File: src/rtl/nand_xfer_irq.sv
module nand_xfer_irq #(
  parameter int CNT_W = 12
) (
  input  logic             clk,
  input  logic             rst_n,
  input  logic [5:0]       reg_wr,
  input  logic [CNT_W-1:0] reg_wdata,
  input  logic             byte_moved,
  input  logic             dev_ready,
  input  logic             strm_fifo_nempty,
  input  logic             byte_fifo_nempty,
  output logic             xfer_run,
  output logic             xfer_dir,
  output logic             xfer_burst,
  output logic             xfer_ecc,
  output logic [CNT_W-1:0] xfer_count,
  output logic [2:0]       status,
  output logic [1:0]       int_raw,
  output logic [1:0]       int_en,
  output logic             irq
);
  localparam int W_CTRL = 0;
  localparam int W_CFG  = 1;
  localparam int W_CNT  = 2;
  localparam int W_IEN  = 3;
  localparam int W_SET  = 4;
  localparam int W_CLR  = 5;
  localparam logic [CNT_W-1:0] ONE = CNT_W'(1);

  logic       rdy_q;
  logic       step;
  logic [1:0] hw_ev, set_v, clr_v, raw_next;

  assign step     = xfer_run && byte_moved && (xfer_count != '0) && !reg_wr[W_CNT];
  assign hw_ev    = {step && (xfer_count == ONE), dev_ready && !rdy_q};
  assign set_v    = reg_wr[W_SET] ? reg_wdata[1:0] : 2'b00;
  assign clr_v    = reg_wr[W_CLR] ? reg_wdata[1:0] : 2'b00;
  assign raw_next = (int_raw & ~clr_v) | set_v | hw_ev;
  assign status   = {strm_fifo_nempty, byte_fifo_nempty, dev_ready};
  assign irq      = |(int_raw & int_en);

  always_ff @(posedge clk) begin
    if (!rst_n) begin
      xfer_run   <= 1'b0;
      xfer_dir   <= 1'b0;
      xfer_burst <= 1'b0;
      xfer_ecc   <= 1'b0;
      xfer_count <= '0;
      int_raw    <= 2'b00;
      int_en     <= 2'b00;
      rdy_q      <= 1'b1;
    end else begin
      if (reg_wr[W_CTRL]) xfer_run <= reg_wdata[0];
      if (reg_wr[W_CFG]) begin
        xfer_dir   <= reg_wdata[1];
        xfer_burst <= reg_wdata[2];
        xfer_ecc   <= reg_wdata[4];
      end
      if (reg_wr[W_CNT])  xfer_count <= reg_wdata;
      else if (step)      xfer_count <= xfer_count - ONE;
      if (reg_wr[W_IEN])  int_en <= reg_wdata[1:0];
      rdy_q   <= dev_ready;
      int_raw <= raw_next;
    end
  end

  a_r2_decrement: assert property (@(posedge clk) disable iff (!rst_n)
    (xfer_run && byte_moved && xfer_count != '0 && !reg_wr[W_CNT])
      |=> (xfer_count == $past(xfer_count) - ONE));

  a_r2_floor: assert property (@(posedge clk) disable iff (!rst_n)
    (xfer_count == '0 && !reg_wr[W_CNT]) |=> (xfer_count == '0));

  a_r3_idle_hold: assert property (@(posedge clk) disable iff (!rst_n)
    (!xfer_run && !reg_wr[W_CNT]) |=> $stable(xfer_count));

  a_r6_done_latch: assert property (@(posedge clk) disable iff (!rst_n)
    (xfer_run && byte_moved && xfer_count == ONE && !reg_wr[W_CNT]) |=> int_raw[1]);

  a_r7_ready_edge: assert property (@(posedge clk) disable iff (!rst_n)
    (dev_ready && !rdy_q) |=> int_raw[0]);

  a_r9_set_wins: assert property (@(posedge clk) disable iff (!rst_n)
    reg_wr[W_SET] |=> ((int_raw & $past(reg_wdata[1:0])) == $past(reg_wdata[1:0])));
endmodule

File: config.mk
export PLATFORM = sky130hd
export DESIGN_NAME = nand_xfer_irq
export DESIGN_NICKNAME = d
export VERILOG_FILES = /design/src/rtl/nand_xfer_irq.sv
export SDC_FILE = /design/constraint.sdc
export NUM_CORES = 1
export LEC_CHECK = 0
export ABC_AREA = 1
export BUFFER_PORTS_ARGS = -buffer_cell sky130_fd_sc_hd__buf_2
export CORE_MARGIN = 5
export CORE_UTILIZATION = 48
export DETAILED_ROUTE_END_ITERATION = 6
export HOLD_SLACK_MARGIN = 0.06
export PLACE_DENSITY = 0.87
export SLEW_MARGIN = 20
export SYNTH_ARGS = -nofsm -noshare
export SYNTH_HDL_FRONTEND = slang
export SYNTH_SLANG_ARGS = --single-unit
File: constraint.sdc
create_clock -name clk -period 1.7 [get_ports clk]
set_input_delay 0.085 -clock clk [delete_from_list [all_inputs] [get_ports clk]]
set_output_delay 0.085 -clock clk [all_outputs]
set_load 0.005 [all_outputs]
# [Word-level counts from Yosys, hierarchy flattened]
# Cells that the tools add are included.
[classes] addsub=1 multipliers=0 div=0 magnitude_cmp=0 n_eq_ne=1 shifts=0 n_mux=4 n_bitwise=5 reduce_logical=10
[op_table] op="$mux W12" count=2
[op_table] op="$eq A12 B1 Y1 const B" count=1
[op_table] op="$reduce_bool A12 Y1" count=1
[op_table] op="$sub A12 B1 Y12 const B" count=1
[op_table] op="$logic_and A1 B1 Y1" count=5
[op_table] op="$and A2 B2 Y2" count=2
[op_table] op="$mux W2" count=2
[op_table] op="$or A2 B2 Y2" count=2
[op_table] op="$logic_not A1 Y1" count=2
[op_table] op="$not A2 Y2" count=1
[op_table] op="$reduce_bool A2 Y1" count=1
[op_table] op="$reduce_or A2 Y1" count=1
[totals] regBits=21 latchBits=0 ramBits=0 rom_bits=0 inputBits=24 out_inout_bits=24 wordCells=29 mem_count=0

# [Depth between registers and ports, before layout]
[logic_depth] depth_word=5 depth_mapped=11 ltp_nobuf=10

# [Worst setup path before layout]
# OpenSTA, ideal clock, no wires.
[synth_timing] path_kind="reg2reg" startpoint="reg xfer_count[0]" endpoint="reg xfer_count[9]" setup_ns=0.112 arrival_ns=1.264 setup_slack_ns=0.325 path_stages_with_launch=12 period_less_slack_ns=1.375 cell_sequence="dfxtp_1 -> inv_1 -> ha_1 -> nand2_2 -> nor2_2 -> nand2_2 -> nand2_4 -> buf_6 -> nand3_1 -> nand2_1 -> nor2_1 -> nor2_1"
[synth_between] elab_chain_cells=4
[synth_lines] item="start: declaration" line_no="16" source="output logic [CNT_W-1:0] xfer_count,"
[synth_lines] item="start signal: assignment" line_no="59" source="if (reg_wr[W_CNT]) xfer_count <= reg_wdata;"
[synth_lines] item="start signal: assignment" line_no="60" source="else if (step) xfer_count <= xfer_count - ONE;"
[synth_lines] item="parallel branches: the longest is 4 deep, another holds $sub A12 B1 Y12"
# Parallel ways; which one is timed is not known. The select of a mux whose other input is x is not followed.
# A chain may end at the register's enable or synchronous reset.

# [Worst setup path after layout]
[layout_timing] startpoint="reg xfer_count[0]" endpoint="reg xfer_count[8]"
# Same word-level chain as after synthesis.

==> impl_metrics.json <==
{
  "outcome": "finished clean",
  "cp_cell_sequence": "inv_1, ha_1, nand2_1, nor2_1, xor2_1, nor2_1, nor2_1, nor2_1",
  "yosysWarnings": 0,
  "grt_pass1_vias": 1475,
  "cts_buffers": 3,
  "h-tree-depth": 1,
  "p_int_mw": 0.7996,
  "netlist_instances": 199,
  "coreArea_um2": 2522,
  "arrival_ps": 1740,
  "wl_mm": 3.581,
  "drive_above_1_share_pct": 22.96,
  "tightest_slew_ps": 473.6,
  "grt_usage_pct": 21.16,
  "synth_top_cell_by_area": "dfxtp_1",
  "initial_core_util_pct": 51.14,
  "synth_top_area_share_pct": 32.59,
  "root_buffer": "clkbuf_4",
  "dieHeight_um": 61.84,
  "critPathMostFrequentCell": "nor2_1",
  "required_ps": 1910,
  "fin_crit_ps": 1529,
  "fin_worst_skew_ps": 10.89,
  "crit_buf_inv": 1,
  "pwr-share-clk_pct": 21.5,
  "avgSynthCellArea_um2": 6.482,
  "yosys-top-cells-count": "nand2_1 (57), nor2_1 (31), dfxtp_1 (21)",
  "power_density_nw_per_um2": 734.4,
  "synth-main-ff-cell": "dfxtp_1",
  "p_comb_share_pct": 32.2,
  "ant_nets": 0,
  "antenna_found_initial": 0,
  "slew_viol_final": 0,
  "end_kind": "flop",
  "fin_tns_setup_ps": 0,
  "power.leakage_nw": 0.8816,
  "synth-edff-count": 0,
  "peakVddDrop_mv": 0.5524,
  "die-area_um2": 3824,
  "critPathSlowestCell": "dfxtp_2",
  "yosysMostFrequentCell": "nand2_1",
  "period_share_pct": 89.95,
  "avgViaCountPerCell": 5.087,
  "num_vias": 1460,
  "grt-ovfl-total": 0,
  "critical_path.max_fanout": 6,
  "synth_area_leaders": "dfxtp_1 (33%), nand2_1 (17%), nor2_1 (9.0%), nand3_1 (7.8%), a21oi_1 (5.8%)",
  "area_growth_pct": 30.55,
  "start_kind": "flop",
  "port_buffers": 43,
  "synthArstFlopShare_pct": 0,
  "synthesis.area_um2": 1290,
  "relSlewSlack_pct": 68.39,
  "synth.distinct_cells": 22,
  "gp_congestion": 0.8377,
  "p_switching_mw": 0.4373,
  "rsz0062_at_grt": "no",
  "cts_buffer_depth": 2,
  "insertion_delay_ps": 330,
  "clk_pin_slew_worst_paths_ps": 130,
  "grt_max_degree": 15,
  "grt_pass1_wl_mm": 6.078,
  "power_frac_seq_pct": 46.3,
  "post-route-drc-count": 0,
  "worstSetupPathType": "flop to flop",
  "cts_sinks": 21,
  "critPathTopFamily": "simple AND/OR/NAND/NOR gates",
  "num_io_pins": 48,
  "max_stage_delay_ps": 370,
  "drtIter0Drc": 76,
  "cts_setup_buffers": 0,
  "dr.pass1.iters": 4,
  "min_path_type": "primary input to flop",
  "p_sw_share_pct": 35.35,
  "syn_nets": 226,
  "num_rows": 18,
  "wl_per_cell_um": 12.48,
  "cts_tree": "yes",
  "ys_seq_elements": 21,
  "p_total_mw": 1.237,
  "hpwl_mm": 2.391,
  "maxCapViolCount": 0,
  "fmax_ghz": 0.6540,
  "die_w_um": 61.84,
  "diodes": 0,
  "num-nets-final": 285,
  "setup_viol": 0,
  "finalHoldViolCount": 0,
  "seq_area_frac_synth_pct": 32.59
}
-- final timing paths --
check / to / from / cells past startpoint / slack, ps
max: xfer_count[8] / xfer_count[0] / 8 / 170
min: xfer_count[9] / reg_wdata[9] / 5 / 60
max reg2reg: xfer_count[8] / xfer_count[0] / 8 / 170
min reg2reg: int_raw[0] / int_raw[0] / 2 / 520
-- cell families (layout without fill, tap and decap cells) --
logic type | count (synthesis) | in the layout | synth area share (%)
buffers and inverters | 25 | 83 | 10.96
DFF | 21 | 21 | 32.59
AOI/OAI and AO/OA | 28 | 28 | 11.83
and+or+nand+nor | 118 | 118 | 38.99
xor gates and xnor gates | 4 | 4 | 2.716
adders and majority gates | 3 | 3 | 2.910
-- power by group through the flow --
stage	Sequential [mW]	Combinational (mW)	Clock [mW]
global route	0.579	0.454	0.287
global placement	0.581	0.353	0
finish	0.573	0.398	0.266
CTS	0.571	0.393	0.273
detailed placement	0.581	0.358	0
floorplan	0.578	0.258	0
-- stage by stage --
stage	hold WS, ps	utilization, %	setup WS (ps)	cells	area, um^2
after detailed placement	170.1	58.68	148.5	266	1480
final	58.24	66.77	170.9	287	1684
after global routing	106.4	66.77	29.14	287	1684
after CTS	61.50	66.62	118.9	287	1680
after floorplan	153.7	-	324.6	199	1290
after global placement	170.1	58.68	212.9	266	1480
-- worst min-delay path, cell delays in order --
cell	delay [ps]
buf_2	80
nand2_1	40
nand2_1	60
nor2_1	40
nor2_1	60
-- state kept, by name (all words and copies together) (netlist names) --
signal	count
int_raw	2
xfer_ecc	1
rdy_q	1
xfer_run	1
xfer_burst	1
xfer_count	12
xfer_dir	1
int_en	2
-- timing repair --
action | CTS | global route
setup endpoints to repair | 0 | 9
hold buffers | 17 | 0
gates resized for setup | 0 | 2
hold endpoints to repair | 10 | 0
-- routing by layer --
layer | up-vias | part of all wire, % | track usage [%]
li1 | 745 | - | -
met5 | - | 0 | 0
met1 | 639 | 40 | 24.38
met4 | 0 | 2.0 | 8.182
met2 | 67 | 48 | 37.82
met3 | 9 | 9.5 | 4.752
-- cell type report --
class,instances,area [um^2]
fill,219,838.3
timing repair buffer,62,400.4
clock buffer,3,22.52
clock inverter,1,7.507
inverter,17,63.81
multi-input combinational,153,730.7
sequential,21,421.7
tap,30,37.54
-- cells in the final DEF, fill, tap and decap left out, types with 2 or more instances in the layout --
master,instances
a21oi_1,15
a22o_1,2
buf_2,43
buf_4,2
clkbuf_4,3
dfxtp_1,20
dlygate4sd3_1,17
ha_1,3
inv_1,17
nand2_1,56
nand2_2,4
nand3_1,20
nand4_1,2
nor2_1,31
nor2_2,3
o21ai_0,9
xnor2_1,3
Note: power is estimated with default switching activity, not from simulation.
